--- src/rtl/gpio_irq_pkg.sv ---
package gpio_irq_pkg;
  localparam int REG_AW = 3;

  localparam logic [REG_AW-1:0] A_OE    = 3'd0;
  localparam logic [REG_AW-1:0] A_IE    = 3'd1;
  localparam logic [REG_AW-1:0] A_DAT   = 3'd2;
  localparam logic [REG_AW-1:0] A_THI   = 3'd3;
  localparam logic [REG_AW-1:0] A_TLO   = 3'd4;
  localparam logic [REG_AW-1:0] A_MASK  = 3'd5;
  localparam logic [REG_AW-1:0] A_PEND  = 3'd6;
  localparam logic [REG_AW-1:0] A_CTRL  = 3'd7;

  localparam int SL_EN   = 0;
  localparam int SL_PEND = 1;
  localparam int SL_SEL  = 2;
  localparam int SL_W    = 5;

  typedef enum logic [1:0] {
    TRIG_HIGH = 2'b00,
    TRIG_LOW  = 2'b01,
    TRIG_RISE = 2'b10,
    TRIG_FALL = 2'b11
  } trig_e;

  function automatic int type_lsb(input int pin);
    return (pin % 16) * 2;
  endfunction

  function automatic int ctrl_lsb(input int slot);
    return slot * SL_W;
  endfunction

  function automatic logic trig_hit(input logic [1:0] t, input logic cur,
                                    input logic prev, input logic stb);
    logic h;
    case (trig_e'(t))
      TRIG_HIGH: h = cur;
      TRIG_LOW:  h = ~cur;
      TRIG_RISE: h = stb & cur & ~prev;
      default:   h = stb & ~cur & prev;
    endcase
    return h;
  endfunction
endpackage

--- src/rtl/gpio_irq_sync.sv ---
module gpio_irq_sync #(
  parameter int W = 32
) (
  input  logic         clk,
  input  logic         rst_n,
  input  logic [W-1:0] d_i,
  output logic [W-1:0] q_o
);
  logic [W-1:0] s0_q, s1_q;

  always_ff @(posedge clk or negedge rst_n) begin
    if (!rst_n) begin
      s0_q <= '0;
      s1_q <= '0;
    end else begin
      s0_q <= d_i;
      s1_q <= s0_q;
    end
  end

  assign q_o = s1_q;
endmodule

--- src/rtl/gpio_irq_detect.sv ---
module gpio_irq_detect
  import gpio_irq_pkg::*;
#(
  parameter int NPINS = 32
) (
  input  logic               clk,
  input  logic               rst_n,
  input  logic [NPINS-1:0]   lvl_i,
  input  logic               strobe_i,
  input  logic [2*NPINS-1:0] types_i,
  output logic [NPINS-1:0]   hit_o,
  output logic [NPINS-1:0]   edge_o
);
  logic [NPINS-1:0] prev_q;

  always_ff @(posedge clk or negedge rst_n) begin
    if (!rst_n)        prev_q <= '0;
    else if (strobe_i) prev_q <= lvl_i;
  end

  for (genvar p = 0; p < NPINS; p++) begin : g_pin
    logic [1:0] t;
    assign t         = types_i[2*p +: 2];
    assign hit_o[p]  = trig_hit(t, lvl_i[p], prev_q[p], strobe_i);
    assign edge_o[p] = t[1] & hit_o[p];
  end
endmodule

--- src/rtl/gpio_irq_port.sv ---
module gpio_irq_port
  import gpio_irq_pkg::*;
#(
  parameter int NPINS = 32,
  parameter int SLOT  = 0
) (
  input  logic              clk,
  input  logic              rst_n,
  input  logic              bus_sel,
  input  logic              bus_wr,
  input  logic [REG_AW-1:0] bus_addr,
  input  logic [31:0]       bus_wdata,
  output logic [31:0]       bus_rdata,
  input  logic [NPINS-1:0]  pins_i,
  output logic [NPINS-1:0]  pin_out_o,
  output logic [NPINS-1:0]  pin_oe_o,
  output logic [NPINS-1:0]  pin_ie_o,
  input  logic              samp_a_i,
  input  logic              samp_b_i,
  output logic              irq_o
);
  localparam int CL = ctrl_lsb(SLOT);

  logic [NPINS-1:0]   oe_q, ie_q, dat_q, mask_q, pend_q;
  logic [2*NPINS-1:0] type_q;
  logic               port_en_q, port_sel_q, port_pend_q;

  logic [NPINS-1:0]   lvl, hit, edge_hit, pend_set;
  logic               strobe, irq_raw;
  logic               wr_en, wr_pend, wr_ctrl;
  logic [31:0]        tw_hi, tw_lo, ctrl_word;

  assign wr_en   = bus_sel & bus_wr;
  assign wr_pend = wr_en && bus_addr == A_PEND;
  assign wr_ctrl = wr_en && bus_addr == A_CTRL;
  assign strobe  = port_sel_q ? samp_b_i : samp_a_i;

  gpio_irq_sync #(.W(NPINS)) u_sync (
    .clk   (clk),
    .rst_n (rst_n),
    .d_i   (pins_i),
    .q_o   (lvl)
  );

  gpio_irq_detect #(.NPINS(NPINS)) u_det (
    .clk      (clk),
    .rst_n    (rst_n),
    .lvl_i    (lvl),
    .strobe_i (strobe),
    .types_i  (type_q),
    .hit_o    (hit),
    .edge_o   (edge_hit)
  );

  assign pend_set = hit & mask_q;
  assign irq_raw  = port_en_q & (|(pend_q & mask_q));

  always_ff @(posedge clk or negedge rst_n) begin
    if (!rst_n) begin
      oe_q        <= '0;
      ie_q        <= '0;
      dat_q       <= '0;
      mask_q      <= '0;
      pend_q      <= '0;
      type_q      <= '0;
      port_en_q   <= 1'b0;
      port_sel_q  <= 1'b0;
      port_pend_q <= 1'b0;
    end else begin
      if (wr_en && bus_addr == A_OE)   oe_q   <= bus_wdata[NPINS-1:0];
      if (wr_en && bus_addr == A_IE)   ie_q   <= bus_wdata[NPINS-1:0];
      if (wr_en && bus_addr == A_DAT)  dat_q  <= bus_wdata[NPINS-1:0];
      if (wr_en && bus_addr == A_MASK) mask_q <= bus_wdata[NPINS-1:0];
      for (int i = 0; i < NPINS; i++) begin
        if (wr_en && bus_addr == ((i < 16) ? A_TLO : A_THI))
          type_q[2*i +: 2] <= bus_wdata[type_lsb(i) +: 2];
      end
      pend_q <= (pend_q & ~(wr_pend ? bus_wdata[NPINS-1:0] : '0)) | pend_set;
      if (wr_ctrl) begin
        port_en_q  <= bus_wdata[CL+SL_EN];
        port_sel_q <= bus_wdata[CL+SL_SEL];
      end
      port_pend_q <= (port_pend_q & ~(wr_ctrl & bus_wdata[CL+SL_PEND])) | irq_raw;
    end
  end

  always_comb begin
    tw_hi     = '0;
    tw_lo     = '0;
    ctrl_word = '0;
    for (int i = 0; i < NPINS; i++) begin
      if (i < 16) tw_lo[type_lsb(i) +: 2] = type_q[2*i +: 2];
      else        tw_hi[type_lsb(i) +: 2] = type_q[2*i +: 2];
    end
    ctrl_word[CL+SL_EN]   = port_en_q;
    ctrl_word[CL+SL_PEND] = port_pend_q;
    ctrl_word[CL+SL_SEL]  = port_sel_q;
    bus_rdata = '0;
    if (bus_sel && !bus_wr) begin
      case (bus_addr)
        A_OE:    bus_rdata = 32'(oe_q);
        A_IE:    bus_rdata = 32'(ie_q);
        A_DAT:   bus_rdata = 32'(lvl);
        A_THI:   bus_rdata = tw_hi;
        A_TLO:   bus_rdata = tw_lo;
        A_MASK:  bus_rdata = 32'(mask_q);
        A_PEND:  bus_rdata = 32'(pend_q);
        default: bus_rdata = ctrl_word;
      endcase
    end
  end

  assign pin_oe_o  = oe_q;
  assign pin_ie_o  = ie_q;
  assign pin_out_o = dat_q & oe_q;
  assign irq_o     = irq_raw;
endmodule

--- config.mk ---
export PLATFORM = sky130hd
export DESIGN_NAME = gpio_irq_port
export DESIGN_NICKNAME = d
export VERILOG_FILES = /design/src/rtl/gpio_irq_pkg.sv /design/src/rtl/gpio_irq_sync.sv /design/src/rtl/gpio_irq_detect.sv /design/src/rtl/gpio_irq_port.sv
export SDC_FILE = /design/constraint.sdc
export NUM_CORES = 1
export LEC_CHECK = 0
export ABC_AREA = 1
export CAP_MARGIN = 30
export CORE_UTILIZATION = 45
export CTS_CLUSTER_SIZE = 25
export DETAILED_ROUTE_END_ITERATION = 10
export PLACE_DENSITY = 0.74
export SYNTH_ARGS = -nofsm -noshare
export SYNTH_HDL_FRONTEND = slang
export SYNTH_HIERARCHICAL = 1
export SYNTH_SLANG_ARGS = --single-unit
--- constraint.sdc ---
create_clock -name clk -period 3.2 [get_ports clk]
set_clock_uncertainty 0.2 [all_clocks]
set_input_delay 0.8 -clock clk [delete_from_list [all_inputs] [get_ports clk]]
set_output_delay 0.8 -clock clk [all_outputs]
set_load 0.02 [all_outputs]
==> metrics.yaml, run 1 <==
grt_pass1_wl_mm: 76.08
core_area_sq_um: 32780
cp.required_ns: 2.20
htree_levels: 2
p_leak_uw: 0.009944
drt-initial-drc-count: 1379
rrSetupSlack_ns: 1.25
critPathMaxFanout: 11
clock_path_buffers: 3
slew_headroom: 0.5285
numPortBuffers: 201
cts_tree: "yes"
antenna_found_initial: 0
dp.cells: 2633
critPathArrivalTime_ns: 2.20
drt-total-wl_mm: 50.07
hold-worst-slack_ns: 0.1091
cts.sinks: 323
power_switching_uw: 3936
startpoint_type: "input pin"
seqPwrFrac: 0.451
numCtsBuffers: 35
worst_pin_slew_ns: 0.7072
clkTransAtPathRegs_ns: 0.06
die_x_um: 185.4
top_usage_layer: "met2"
violations: "setup timing"
fin_cells: 2710
vias: 14480
dpl.hpwl_mm: 34.60
overflow: 0
met3_usage: 0.04365
cts-root-buf: "clkbuf_16"
finalCriticalPeriod_ns: 3.201
ant_nets: 0
antenna_cells: 0
setup_slack_ns: -0.001068
finalNetCount: 2319
rr_worst_depth: 8
first_pass_iters: 8
worstReg2RegEnd: "pend_q[13]"
drive_gt1_frac: 0.1107
syn_inst: 1999
place_area_sq_um: 18080
areaGrowthSynthToFinish_pct: 30.11
vias_per_cell: 5.342
wl_per_cell_um: 18.48
critPathSlowestCell: "nor2_1"
power_frac_clock: 0.318
crit_start: "bus_addr[2]"
critical-path-max-stage-delay_ns: 0.34
pwr-share-comb: 0.231
row_count: 66
track_usage: 0.2929
postSynthNetCount: 2072
max_freq_mhz: 312.4
crit_type: "input pin to primary output"
crit_path_end_kind: "primary output"
swShare: 0.3255
crit_buf_inv: 5
max-cap-violations: 0
status: "finished, violations left"
timing.final.crit_share: 1.000
design_area_sq_um: 19700
synth_area_sq_um: 15140
initial_core_util: 0.4619
layout_commonest_cell: "nand2_1"
io_pins: 202
fp.dieH_um: 185.4
most-common-layout-cells: "719 x nand2_1, 323 x dfrtp_1, 250 x inv_1"
finalHoldViolations: 0
grt_max_degree: 81
grt_pass1_vias: 13920
ir_drop_v: 0.0004315
cp_top_family: "buffers and inverters"
ctsHoldBuffers: 0
clock_latency_ns: 0.53
hp-class: "input pin to async pin"
setup_viol: 1
gr-usage-met2: 0.4914
slew_violations: 0
routabilityCongestion: 0.9683
use_met1: 0.3608
power_density_nw_per_um2: 613.7
die_area_sq_um: 34390
drc: 0
critical_path.cell_chain: "buf_2 -> buf_4 -> buf_12 -> buf_12 -> nand4_1 -> o21ai_0 -> nor2_1 -> a21oi_4 -> buf_4"
r2r_start: "port_sel_q"
synth_area_per_cell_sq_um: 7.575
intPower_uw: 8156
yosysWarnings: 6
[layout make-up]
| class | count | area, sq um |
|---|---|---|
| Inverter | 258 | 982.2 |
| Fill cell | 2829 | 13080 |
| Tap cell | 442 | 553.0 |
| Timing Repair Buffer | 296 | 3144 |
| Clock inverter | 8 | 76.32 |
| Sequential cell | 323 | 8083 |
| Multi-Input combinational cell | 1332 | 5878 |
| Clock buffer | 51 | 985.9 |
[registers in the layout, indices dropped and copies added (netlist names)]
name          count
u_det/prev_q     32
port_en_q         1
dat_q            32
pend_q           32
port_sel_q        1
mask_q           32
u_sync/s0_q      32
pin_ie_o         32
u_sync/q_o       32
pin_oe_o         32
type_q           64
port_pend_q       1
[worst max path at each step]
| stage | end | slack (ns) | depth (start not counted) |
|---|---|---|---|
| 2_1_floorplan | bus_rdata[10] | 0.25 | 9 |
| 3_3_place_gp | bus_rdata[23] | -0.80 | 11 |
| 3_5_place_dp | bus_rdata[17] | -0.81 | 10 |
| 4_1_cts | bus_rdata[30] | -0.003 | 10 |
| 5_1_grt | bus_rdata[12] | -0.03 | 9 |
| 6_report | bus_rdata[15] | -0.001 | 9 |
[per-stage QoR]
stage                 TNS, ns  setup slack, ns  utilization  total power (uW)
global route         -0.04571         -0.02892       0.6010             12690
CTS                 -0.006695        -0.003386       0.5928             12060
floorplan                   0           0.2520            -              6839
global placement       -23.17          -0.8025       0.5516              8063
finish              -0.001068        -0.001068       0.6010             12090
detailed placement     -23.75          -0.8124       0.5516              8165
[power by group through the flow]
stage	combinational [uW]	sequential [uW]	clock, uW
floorplan	1370	5470	0
global placement	2590	5480	0
detailed placement	2670	5500	0
CTS	2730	5440	3900
global route	3110	5540	4040
finish	2800	5460	3840
[per-layer routing]
metal	wire length [um]	up-vias
li1	-	6664
met1	18990	6860
met2	23500	754
met3	4344	198
met4	3238	0
met5	0	-
[what timing repair did]
action	in CTS	in global routing
setup endpoints to repair	33	32
gates resized for setup	219	47
setup buffers	8	3
hold endpoints to repair	0	0
pin swaps	17	11
cloned	5	3
Note: power is estimated with default switching activity, not from simulation.
==> inputs of run 2 (changes only) <==
--- a/config.mk
+++ b/config.mk
@@ -7,10 +7,11 @@
 export LEC_CHECK = 0
 export ABC_AREA = 1
 export CAP_MARGIN = 30
-export CORE_UTILIZATION = 45
+export CORE_UTILIZATION = 55
 export CTS_CLUSTER_SIZE = 25
 export DETAILED_ROUTE_END_ITERATION = 10
-export PLACE_DENSITY = 0.74
+export PLACE_DENSITY = 0.87
+export SLEW_MARGIN = 20
 export SYNTH_ARGS = -nofsm -noshare
 export SYNTH_HDL_FRONTEND = slang
 export SYNTH_HIERARCHICAL = 1
==> metrics.yaml, run 2 (synthesized netlist as in run 1, its figures left out) <==
cts_tree: "yes"
setup_viol: 1
place_ws_ns: -0.8196
vias_per_cell: 5.654
drive_gt1_frac: 0.1102
overflow: 0
ant_nets: 0
regArea_sq_um: 8083
setup_slack_ns: -0.01496
startpoint_type: "input pin"
htree_levels: 2
max_freq_mhz: 311.0
clock_path_buffers: 3
cts.sinks: 323
antenna_found_initial: 0
core_area_sq_um: 26950
p_leak_uw: 0.009864
hold-worst-slack_ns: 0.01153
cts-root-buf: "clkbuf_16"
finalCriticalPeriod_ns: 3.215
status: "finished, violations left"
crit_path_end_kind: "primary output"
met1Wirelength_mm: 17.77
layout_commonest_cell: "nand2_1"
grt_max_degree: 83
row_count: 60
violations: "setup timing"
wl_per_cell_um: 19.19
initial_core_util: 0.5619
met2_length_mm: 23.98
crit_start: "bus_addr[0]"
slew_headroom: 0.5804
drc: 0
nFillCells: 2085
track_usage: 0.3600
clkTransAtPathRegs_ns: 0.05
vias: 14760
hp-class: "input pin to async pin"
antenna_cells: 0
crit_type: "input pin to primary output"
most-common-layout-cells: "717 x nand2_1, 323 x dfrtp_1, 250 x inv_1"
die_area_sq_um: 28200
fin_cells: 2610
power_density_nw_per_um2: 628.0
numCtsBuffers: 35
setup_tns_ns: -0.01496
worst_pin_slew_ns: 0.6294
io_pins: 202
critPathMaxFanout: 8
areaGrowthSynthToFinish_pct: 28.08
drt-initial-drc-count: 2114
timing.final.crit_share: 1.005
numPortBuffers: 201
ir_drop_v: 0.0004816
routabilityCongestion: 0.9768
finalNetCount: 2316
multi_input_area_sq_um: 5823
slew_violations: 0
clock_latency_ns: 0.53
rsz0062_at_grt: "yes"
fp.dieH_um: 167.9
dpl.hpwl_mm: 34.13
grt_pass1_vias: 14430
regMostFlops: "type_q"
max-cap-violations: 0
grt_pass1_wl_mm: 77.54
cp.required_ns: 2.20
route.met3.wl_mm: 4.687
largest_reg_flops: 64
first_pass_iters: 6
drt-total-wl_mm: 50.09
r2r_start: "port_sel_q"
dp.cells: 2527
critPathArrivalTime_ns: 2.21
finalHoldViolations: 0
die_x_um: 167.9
ctsHoldBuffers: 0
highest_layer: "met4"
## run 2: cell count changes in the layout (fill, tap and decap cells not counted), moves of 3 or more
cell,before,now
a21oi_1,31,36
a21oi_4,9,3
buf_12,24,17
buf_4,79,83
clkbuf_1,11,8
inv_4,4,1
o21ai_0,208,203
o21ai_1,50,54
## run 2: critical path: stages
cell and delay (ns):
buf_2 0.11, buf_8 0.14, nor3_4 0.24, buf_6 0.16, buf_16 0.14, buf_6 0.12
nand2_1 0.06, nand2_1 0.07, nor2_1 0.06, a21oi_2 0.14, buf_4 0.16
## run 2: through the flow
stage | cell area (sq um) | total power [uW] | util
global route | 19400 | 12710 | 0.7197
detailed placement | 17850 | 8147 | 0.6622
floorplan | 15140 | 6839 | -
CTS | 19140 | 12100 | 0.7102
global placement | 17850 | 8017 | 0.6622
finish | 19400 | 12180 | 0.7197
## run 2: worst paths after layout
| path | endpoint | slack, ns | cells past startpoint |
|---|---|---|---|
| setup / recovery | bus_rdata[23] | -0.01 | 11 |
| max in group asynchronous | u_sync/s0_q[29] | 1.99 | 2 |
| hold reg to reg | u_sync/q_o[14] | 0.14 | 0 |
| hold / removal | u_det/prev_q[2] | 0.01 | 1 |
| setup reg to reg | pend_q[10] | 1.13 | 8 |
| min in group clk | u_sync/q_o[14] | 0.14 | 0 |
## run 2: repair_timing
| action | in CTS | in global routing |
|---|---|---|
| endpoints found under the setup margin | 33 | 32 |
| cloned | 2 | 2 |
| pin swaps | 9 | 17 |
| gates resized for setup | 196 | 65 |
| buffers inserted | 12 | 5 |
## run 2: report_power, final
part	switching (uW)	internal, uW	total (uW)
Sequential	718	4760	5480
Combinational	1620	1150	2780
Clock	1650	2280	3930
## run 2: layer usage
metal  vias to the layer above  track usage
met1                      6934       0.4257
li1                       6650            -
met3                       243      0.06817
met5                         -            0
met4                         0       0.2373
met2                       930       0.6031
## run 2: layout make-up
cell class / count / share of cell area
timing repair buffer: 292 / 0.1519
clock buffer: 50 / 0.05167
sequential: 323 / 0.4167
multi-input combinational: 1332 / 0.3002
inverter: 258 / 0.05148
clock inverter: 13 / 0.005677
timing repair inverter: 1 / 0.0003225
tap: 341 / 0.02200
